--- src/rtl/sdclk_pkg.sv ---
package sdclk_pkg;
  localparam int REG_W       = 32;
  localparam int BIT_EN      = 8;   // clock enable
  localparam int BIT_AUTO    = 9;   // stop clock when bus idle
  localparam int BIT_DIV1    = 10;  // pass-through override
  localparam int BIT_DIV1024 = 16;  // extended ratio override
endpackage

--- src/rtl/sdclk_div_decode.sv ---
// Maps the control bits to a ratio exponent: ratio = 2**exp, exp 0 = pass-through.
module sdclk_div_decode #(
  parameter int FIELD_W = 8,
  parameter int EXP_W   = 4
) (
  input  logic [FIELD_W-1:0] field,
  input  logic               sel_div1,
  input  logic               sel_max,
  output logic [EXP_W-1:0]   exp_o
);
  always_comb begin
    exp_o = EXP_W'(1);
    // ascending scan: the highest set bit overwrites lower ones
    for (int k = 0; k < FIELD_W; k++) begin
      if (field[k]) exp_o = EXP_W'(k + 2);
    end
    if (sel_max)  exp_o = EXP_W'(FIELD_W + 2);
    if (sel_div1) exp_o = '0;
  end
endmodule

--- src/rtl/sdclk_phase_ctr.sv ---
// Half-period counter and phase register for ratios 2 and up.
module sdclk_phase_ctr #(
  parameter int EXP_W = 4,
  parameter int CNT_W = 9
) (
  input  logic             clk,
  input  logic             rst_n,
  input  logic             clk_on,
  input  logic [EXP_W-1:0] new_exp,
  output logic             phase_q,
  output logic [CNT_W-1:0] cnt_q,
  output logic [EXP_W-1:0] act_exp_q,
  output logic [CNT_W-1:0] half_m1
);
  logic [CNT_W:0]   span;
  logic             is_div1;
  logic             term;
  logic             phase_d;
  logic [CNT_W-1:0] cnt_d;
  logic [EXP_W-1:0] exp_d;

  assign is_div1 = (act_exp_q == '0);

  always_comb begin
    span    = '0;
    half_m1 = '0;
    if (!is_div1) begin
      span    = (CNT_W+1)'(1) << (act_exp_q - EXP_W'(1));
      half_m1 = CNT_W'(span - (CNT_W+1)'(1));
    end
  end

  assign term = (cnt_q == half_m1);

  always_comb begin
    phase_d = phase_q;
    cnt_d   = cnt_q;
    exp_d   = act_exp_q;
    if (!phase_q) begin
      if (!clk_on || is_div1) begin
        // idle or pass-through: accept a new ratio at once
        cnt_d = '0;
        exp_d = new_exp;
      end else if (term) begin
        phase_d = 1'b1;
        cnt_d   = '0;
      end else begin
        cnt_d = cnt_q + CNT_W'(1);
      end
    end else begin
      if (term) begin
        // end of a full high phase: low phase starts with the latest ratio
        phase_d = 1'b0;
        cnt_d   = '0;
        exp_d   = new_exp;
      end else begin
        cnt_d = cnt_q + CNT_W'(1);
      end
    end
  end

  always_ff @(posedge clk or negedge rst_n) begin
    if (!rst_n) begin
      phase_q   <= 1'b0;
      cnt_q     <= '0;
      act_exp_q <= EXP_W'(1);
    end else begin
      phase_q   <= phase_d;
      cnt_q     <= cnt_d;
      act_exp_q <= exp_d;
    end
  end
endmodule

--- src/rtl/sdclk_out_gate.sv ---
// Output stage: pass-through path gated by a falling-edge enable, OR-ed with the divided phase.
module sdclk_out_gate (
  input  logic clk,
  input  logic rst_n,
  input  logic run_div1,
  input  logic phase,
  output logic card_clk
);
  logic pass_q;

  always_ff @(negedge clk or negedge rst_n) begin
    if (!rst_n) pass_q <= 1'b0;
    else        pass_q <= run_div1;
  end

  assign card_clk = (clk & pass_q) | phase;
endmodule

--- src/rtl/sdclk_gen.sv ---
module sdclk_gen
  import sdclk_pkg::*;
#(
  parameter int FIELD_W = 8
) (
  input  logic             clk,
  input  logic             rst_n,
  input  logic             reg_we,
  input  logic [REG_W-1:0] reg_wdata,
  output logic [REG_W-1:0] reg_rdata,
  input  logic             bus_busy,
  output logic             card_clk
);
  localparam int MAX_EXP = FIELD_W + 2;
  localparam int EXP_W   = $clog2(MAX_EXP + 1);
  localparam int CNT_W   = MAX_EXP - 1;
  localparam logic [REG_W-1:0] REG_MASK =
      ((REG_W'(1) << FIELD_W) - REG_W'(1)) | (REG_W'(1) << BIT_EN) |
      (REG_W'(1) << BIT_AUTO) | (REG_W'(1) << BIT_DIV1) | (REG_W'(1) << BIT_DIV1024);

  logic             rst_meta, rst_i;
  logic [REG_W-1:0] ctrl_q, ctrl_d;
  logic             clk_on;
  logic [EXP_W-1:0] new_exp;
  logic             phase_q;
  logic [CNT_W-1:0] cnt_q;
  logic [EXP_W-1:0] act_exp;
  logic [CNT_W-1:0] half_m1;
  logic             run_div1;

  // reset: asserted asynchronously, released after two clock edges
  always_ff @(posedge clk or negedge rst_n) begin
    if (!rst_n) begin
      rst_meta <= 1'b0;
      rst_i    <= 1'b0;
    end else begin
      rst_meta <= 1'b1;
      rst_i    <= rst_meta;
    end
  end

  always_comb begin
    ctrl_d = ctrl_q;
    if (reg_we) ctrl_d = reg_wdata & REG_MASK;
  end

  always_ff @(posedge clk or negedge rst_i) begin
    if (!rst_i) ctrl_q <= '0;
    else        ctrl_q <= ctrl_d;
  end

  assign reg_rdata = ctrl_q;
  assign clk_on    = ctrl_q[BIT_EN] & (~ctrl_q[BIT_AUTO] | bus_busy);
  assign run_div1  = clk_on & (act_exp == '0);

  sdclk_div_decode #(.FIELD_W(FIELD_W), .EXP_W(EXP_W)) u_dec (
    .field    (ctrl_q[FIELD_W-1:0]),
    .sel_div1 (ctrl_q[BIT_DIV1]),
    .sel_max  (ctrl_q[BIT_DIV1024]),
    .exp_o    (new_exp)
  );

  sdclk_phase_ctr #(.EXP_W(EXP_W), .CNT_W(CNT_W)) u_ctr (
    .clk       (clk),
    .rst_n     (rst_i),
    .clk_on    (clk_on),
    .new_exp   (new_exp),
    .phase_q   (phase_q),
    .cnt_q     (cnt_q),
    .act_exp_q (act_exp),
    .half_m1   (half_m1)
  );

  sdclk_out_gate u_gate (
    .clk      (clk),
    .rst_n    (rst_i),
    .run_div1 (run_div1),
    .phase    (phase_q),
    .card_clk (card_clk)
  );
endmodule

--- config.mk ---
export PLATFORM = sky130hd
export DESIGN_NAME = sdclk_gen
export DESIGN_NICKNAME = d
export VERILOG_FILES = /design/src/rtl/sdclk_pkg.sv /design/src/rtl/sdclk_div_decode.sv /design/src/rtl/sdclk_phase_ctr.sv /design/src/rtl/sdclk_out_gate.sv /design/src/rtl/sdclk_gen.sv
export SDC_FILE = /design/constraint.sdc
export NUM_CORES = 1
export LEC_CHECK = 0
export CAP_MARGIN = 10
export CORE_ASPECT_RATIO = 0.8
export CORE_MARGIN = 5
export CORE_UTILIZATION = 49
export CTS_CLUSTER_DIAMETER = 120
export DETAILED_ROUTE_END_ITERATION = 8
export PLACE_DENSITY = 0.92
export SLEW_MARGIN = 20
export SYNTH_ARGS = -nofsm -noshare
export SYNTH_HDL_FRONTEND = slang
export SYNTH_HIERARCHICAL = 1
export SYNTH_SLANG_ARGS = --single-unit
--- constraint.sdc ---
create_clock -name clk -period 2.82 [get_ports clk]
set_clock_uncertainty 0.1 [all_clocks]
set_input_delay 0.705 -clock clk [delete_from_list [all_inputs] [get_ports clk]]
set_output_delay 0.705 -clock clk [all_outputs]
set_load 0.1 [all_outputs]
**Word-level counts from Yosys, hierarchy flattened**

Cells that the tools add are included.

- Multiplexer cells: 21
- Eq/ne operators: 2
- Shifts and indexed selects: 1
- Bitwise operators: 6
- $add $sub $neg: 3
- Reduce and logical (&&, ||, !) cells: 5

Operator list:

| kind | number |
|---|---|
| 2-to-1 mux 9 bit | 4 |
| 2-to-1 mux 4 bit | 7 |
| 2-to-1 mux 3 bit | 4 |
| adder 9 x 1 -> 9 bit, second input constant | 1 |
| == test 9 bit | 1 |
| << shifter 1 x 4 -> 9 bit, first input constant | 1 |
| subtractor 9 x 1 -> 9 bit, second input constant | 1 |
| zero test 4 bit | 1 |
| 2-to-1 mux 1 bit | 4 |
| 2-to-1 mux 2 bit | 2 |
| subtractor 4 x 1 -> 4 bit, second input constant | 1 |
| AND 1 bit | 3 |
| != test 2 bit, second input constant | 1 |
| OR 1 bit | 2 |
| AND reduction 2 bit | 1 |
| nonzero test 2 bit | 1 |
| zero test 1 bit | 1 |
| logical OR 1 bit | 1 |
| inverter 1 bit | 1 |

- Logic and storage cells: 45
- Flip-flop bits (word level): 29

**Depth between registers and ports, before layout**

Gate-level depths: netlist of run 1.

- Depth after elaboration: 12
- Gate-level depth with buffers: 13
- Depth with buffers taken out: 9

**Cells and area by module**

Netlist of run 1, hierarchy kept.

By module, submodules not included:

| module | times used | area an instance (sq um) | cells an instance |
|---|---|---|---|
| sdclk_phase_ctr | 1 | 1187.4 | 134 |
| sdclk_gen | 1 | 681.9 | 55 |
| sdclk_div_decode | 1 | 95.1 | 17 |
| sdclk_out_gate | 1 | 32.5 | 2 |

==> metrics.csv, run 1 <==
metric,value,unit
status,"finished, violations left",
failing checks,negative setup slack,
largest net degree at the start of global routing,27,
Total Power,2.23,mW
die extent in x,80.6,um
M2 GR Usage,29.3,%
Seq pwr share,25.0,%
PD cells,919,nW/um2
DP Wirelength,2990,um
Critical Path RT,2.02,ns
DR vias,1511,
fin nets,271,
"Core Util, Final",63.5,%
# DRC,0,
final setup fails,1,
die height,66.5,um
GRT Max-Usage Layer,met2,
Total Neg Setup Slack,-0.510,ns
fin area,2430,um2
Max-cap violations,0,
met1 Use GR,20.3,%
Post-CTS Setup Bufs,0,
Total GRT Usage,17.9,%
Final WS setup,-0.510,ns
first-pass GRT wire length,7040,um
clk_lat worst skew,0.38,ns
relative slew slack,58.2,%
leakage power,1.05,nW
Final ANT Viol Nets,0,
critical path peak fanout,1,
share of cells above drive strength 1,28.2,%
CTS tree,built,
vias per cell,5.23,
Rows,20,
max-slew violation count,0,
Initial Utilization,51.0,%
Pre-Repair DR Iteration Count,4,
Fin. Hold Viols,0,
Least-Margin Pin Slew,0.625,ns
count of buffers from port buffering,28,
critical path class,flop to output pin,
startpoint types,flop,
Mapped Cells,200,
vias in the first global route,1489,
RSZ-0062 raised after global routing,yes,
P_sw,0.942,mW
IO Pins,69,
Sw Share,42.2,%
Area growth syn-to-layout,24.5,%
Clock Power Share,28.8,%
ant diodes,0,
full die area,5350,um2
"Reg clk slew, reported paths",0.06,ns
drt first-iter violations,63,
Comb pwr share,46.2,%
internal power,1.29,mW
Synth Cell Area,1950,um2
Area after DPL,2190,um2
Mean Syn Cell Area,9.76,um2
GPL Wtd Cong,0.880,
Worst VDD drop,0.536,mV
initial antenna violation count,0,
Syn. warnings,6,
WL final,4410,um
HP Class,flop to asynchronous set/reset pin,
met3 usage,6.22,%
gr ovfl total,0,
CP Capture Type,output pin,
Worst Path Arrival,2.52,ns
CORE AREA,3830,um2
routed length per placed instance,15.3,um
==> repair_timing <==
| item | in CTS | in global routing |
|---|---|---|
| endpoints found under the setup margin | 4 | 15 |
| hold buffers | 0 | 0 |
| gates resized for setup | 13 | 12 |
| pin swaps | 1 | 7 |
| gates cloned | 0 | 0 |
==> through the flow <==
step	worst slack (ns)	hold slack, ns	std cells
6_report	-0.510	0.221	289
5_1_grt	-0.546	0.266	289
4_1_cts	-0.528	0.242	289
3_5_place_dp	-0.993	0.242	278
3_3_place_gp	-0.987	0.225	278
2_1_floorplan	-0.0615	0.231	219
==> worst max-delay path, stage by stage, from the launching register on <==
cell	delay (ns)
dfrtn_1	0.34
a21o_4	0.21
buf_12	0.16
==> registers in the layout, indices dropped and copies added, names as in the netlist <==
register and cells:
u_ctr/cnt_q 9, u_ctr/act_exp_q 4, rst_i 1, reg_rdata 12, u_ctr/phase_q 1, rst_meta 1
u_gate/pass_q 1
==> final cells by class <==
type                            instances  area [um2]
Tap cell                               55        68.8
Clock inverter                          1        30.0
Inverter                                7        26.3
Fill cell                             312        1400
Multi-Input combinational cell        151        1110
Timing Repair Buffer                   35         315
Sequential cell                        29         728
Clock buffer                           11         148
==> power by group through the flow <==
| stage | clock network, mW | registers, mW | logic [mW] |
|---|---|---|---|
| after floorplan | 0.0620 | 0.667 | 0.688 |
| after global placement | 0.0725 | 0.550 | 0.919 |
| after detailed placement | 0.0725 | 0.557 | 0.945 |
| after CTS | 0.661 | 0.557 | 0.961 |
| after global routing | 0.680 | 0.571 | 1.09 |
| final | 0.643 | 0.559 | 1.03 |
==> final timing paths <==
path	startpoint	depth (start not counted)	endpoint	slack, ns
max in group asynchronous	rst_i	0	u_gate/pass_q	1.24
max	u_gate/pass_q	2	card_clk	-0.51
min in group clk	rst_meta	0	rst_i	0.26
min	rst_i	1	u_ctr/act_exp_q[3]	0.22
max reg2reg	u_ctr/act_exp_q[0]	9	u_ctr/act_exp_q[1]	0.07
min reg2reg	rst_i	1	u_ctr/act_exp_q[3]	0.22
==> routing by layer <==
metal / vias to the layer above / part of all wire, % / routed length, um
met1: 742 / 41 / 1810
met2: 46 / 53 / 2350
met5: - / 0 / 0
met4: 0 / 0.52 / 23
li1: 721 / - / -
met3: 2 / 5.3 / 235
==> placed cells by master (no fill, tap or decap), types with 4 or more instances in the layout <==
cell type / count
nor2_1: 23
nand3_1: 10
xnor2_1: 4
clkdlybuf4s50_1: 15
buf_4: 17
mux2_2: 9
nand2_1: 6
inv_1: 7
conb_1: 21
a21oi_1: 6
mux2_4: 4
clkbuf_8: 9
nor2b_1: 5
nor3_1: 6
dfrtp_1: 26
o21ai_0: 4
and3_1: 4
o21ai_1: 4
Power figures use the tool's default switching activity.
==> run 2: changes to the inputs <==
- CAP_MARGIN: 10 -> unset
- MAX_ROUTING_LAYER: unset -> met4
==> run 2 against run 1 <==
The run still ends with negative setup slack left. Utilization is the same. First-iteration DRC count fell by 22%. Clock power about the same. Design area stayed put. Final cell count unchanged. Register-to-register slack got worse by 0.02 ns. Die area unchanged. Via count is 0.99% higher. Combinational power barely moved. Power increased by 0.15%. Count of clock-buffer cells in the layout unchanged. Flip-flop and latch count unchanged. Largest power group unchanged.
==> metrics.csv, run 2 (synthesis results as in run 1) <==
metric,value,unit,change
Sw Share,42.3,%,+0.087 points
full die area,5350,um2,unchanged
CORE AREA,3830,um2,unchanged
final setup fails,1,,unchanged
Total GRT Usage,18.3,%,+0.48 points
Rows,20,,unchanged
"commonest non-fill, non-tap cell in the layout",dfrtp_1,,
WL final,4400,um,-0.41%
P_sw,0.945,mW,+0.36%
Critical Path Sink,card_clk,,
clk_lat worst skew,0.38,ns,about the same
RSZ-0062 raised after global routing,yes,,
first-pass GRT wire length,7040,um,unchanged
Pre-Repair DR Iteration Count,4,,unchanged
Clock Power Share,28.8,%,about the same
Largest register FFs,12,,unchanged
share of cells above drive strength 1,28.2,%,unchanged
Comb pwr share,46.2,%,about the same
leakage power,1.05,nW,unchanged
R2R cell count,10,,+1
CTS tree,built,,
Fin. Hold Viols,0,,unchanged
drt first-iter violations,49,,-22%
internal power,1.29,mW,about the same
CTS Hold Bufs,0,,unchanged
Total Power,2.24,mW,+0.15%
r2r setup slk,0.05,ns,-0.02 ns
count of buffers from port buffering,28,,unchanged
ant diodes,0,,unchanged
vias per cell,5.28,,+0.99%
GPL Wtd Cong,0.894,,+1.7%
relative slew slack,60.9,%,+2.6 points
placed cells,278,,unchanged
RR Startpoint,u_ctr/act_exp_q[0],,
initial antenna violation count,0,,unchanged
fin nets,271,,unchanged
most frequent cells in the layout,"26 x dfrtp_1, 23 x nor2_1, 21 x conb_1",,
PD cells,921,nW/um2,+0.15%
CP Capture Type,output pin,,
Area after DPL,2190,um2,unchanged
critical path peak fanout,1,,unchanged
DP Wirelength,2990,um,unchanged
Sequential Area,728,um2,unchanged
Final Non-Filler Cells,289,,unchanged
status,"finished, violations left",,
Max-cap violations,0,,unchanged
die extent in x,80.6,um,unchanged
Initial Utilization,51.0,%,unchanged
critical path class,flop to output pin,,
Least-Margin Pin Slew,0.585,ns,-0.0393 ns
startpoint types,flop,,
Final WS setup,-0.519,ns,-0.00918 ns
Worst VDD drop,0.537,mV,about the same
area occupied by multi-input gates,1110,um2,unchanged
Worst Path Arrival,2.53,ns,about the same
Seq pwr share,25.0,%,about the same
gr ovfl total,0,,unchanged
fillers,312,,unchanged
routed length per placed instance,15.2,um,-0.41%
Worst Hold Slack,0.215,ns,-0.00581 ns
r2r endpoint,u_ctr/act_exp_q[2],,
"Core Util, Final",63.5,%,unchanged
vias in the first global route,1490,,+0.067%
DR vias,1526,,+0.99%
largest net degree at the start of global routing,27,,unchanged
# DRC,0,,unchanged
IO Pins,69,,unchanged
Area growth syn-to-layout,24.5,%,unchanged
max-slew violation count,0,,unchanged
CP startpoint,u_gate/pass_q,,
Critical Path RT,2.02,ns,about the same
Final ANT Viol Nets,0,,unchanged
"Reg clk slew, reported paths",0.06,ns,about the same
die height,66.5,um,unchanged
failing checks,negative setup slack,,
fin area,2430,um2,unchanged
HP Class,flop to asynchronous set/reset pin,,
-- run 2: what timing repair did --
action                                  CTS  global route
endpoints found under the hold margin     0             0
gates resized for setup                  13            12
setup buffers                             0             0
pin swaps                                 1             7
endpoints found under the setup margin    4            15
-- run 2: critical path, stage by stage, from the launching register on --
cell and delay, ns:
dfrtn_1 0.34, a21o_4 0.21, buf_12 0.16
-- run 2: area by class of cell --
class / count / share of cell area (%)
Clock buffer: 11 / 6.08
Clock inverter: 1 / 1.24
Inverter: 7 / 1.08
Multi-Input combinational cell: 151 / 45.8
Sequential cell: 29 / 30.0
Tap cell: 55 / 2.83
Timing Repair Buffer: 35 / 13.0
-- run 2: how the worst min path moves through the flow --
stage                               endpoint  slack (ns)
after floorplan                        rst_i        0.23
after global placement          reg_rdata[7]        0.23
after detailed placement      u_ctr/cnt_q[2]        0.24
after CTS                 u_ctr/act_exp_q[3]        0.24
after global routing      u_ctr/act_exp_q[3]        0.27
final                     u_ctr/act_exp_q[3]        0.22
-- run 2: through the flow --
stage	TNS [ns]	setup slack [ns]
4_1_cts	-0.528	-0.528
5_1_grt	-0.744	-0.546
3_3_place_gp	-1.12	-0.987
6_report	-0.519	-0.519
3_5_place_dp	-1.14	-0.993
2_1_floorplan	-0.0615	-0.0615
-- run 2: layer usage --
| metal | vias up | wire (um) | global-route usage [%] |
|---|---|---|---|
| li1 | 723 | - | - |
| met4 | 0 | 40 | 9.92 |
| met5 | - | 0 | - |
| met2 | 43 | 2320 | 29.3 |
| met1 | 756 | 1820 | 20.5 |
| met3 | 4 | 215 | 5.95 |
-- run 2: power groups by stage --
| stage | sequential, mW | clock (mW) | combinational, mW |
|---|---|---|---|
| floorplan | 0.667 | 0.0620 | 0.688 |
| global placement | 0.550 | 0.0725 | 0.919 |
| detailed placement | 0.557 | 0.0725 | 0.945 |
| CTS | 0.557 | 0.661 | 0.961 |
| global route | 0.571 | 0.680 | 1.09 |
| finish | 0.560 | 0.644 | 1.03 |
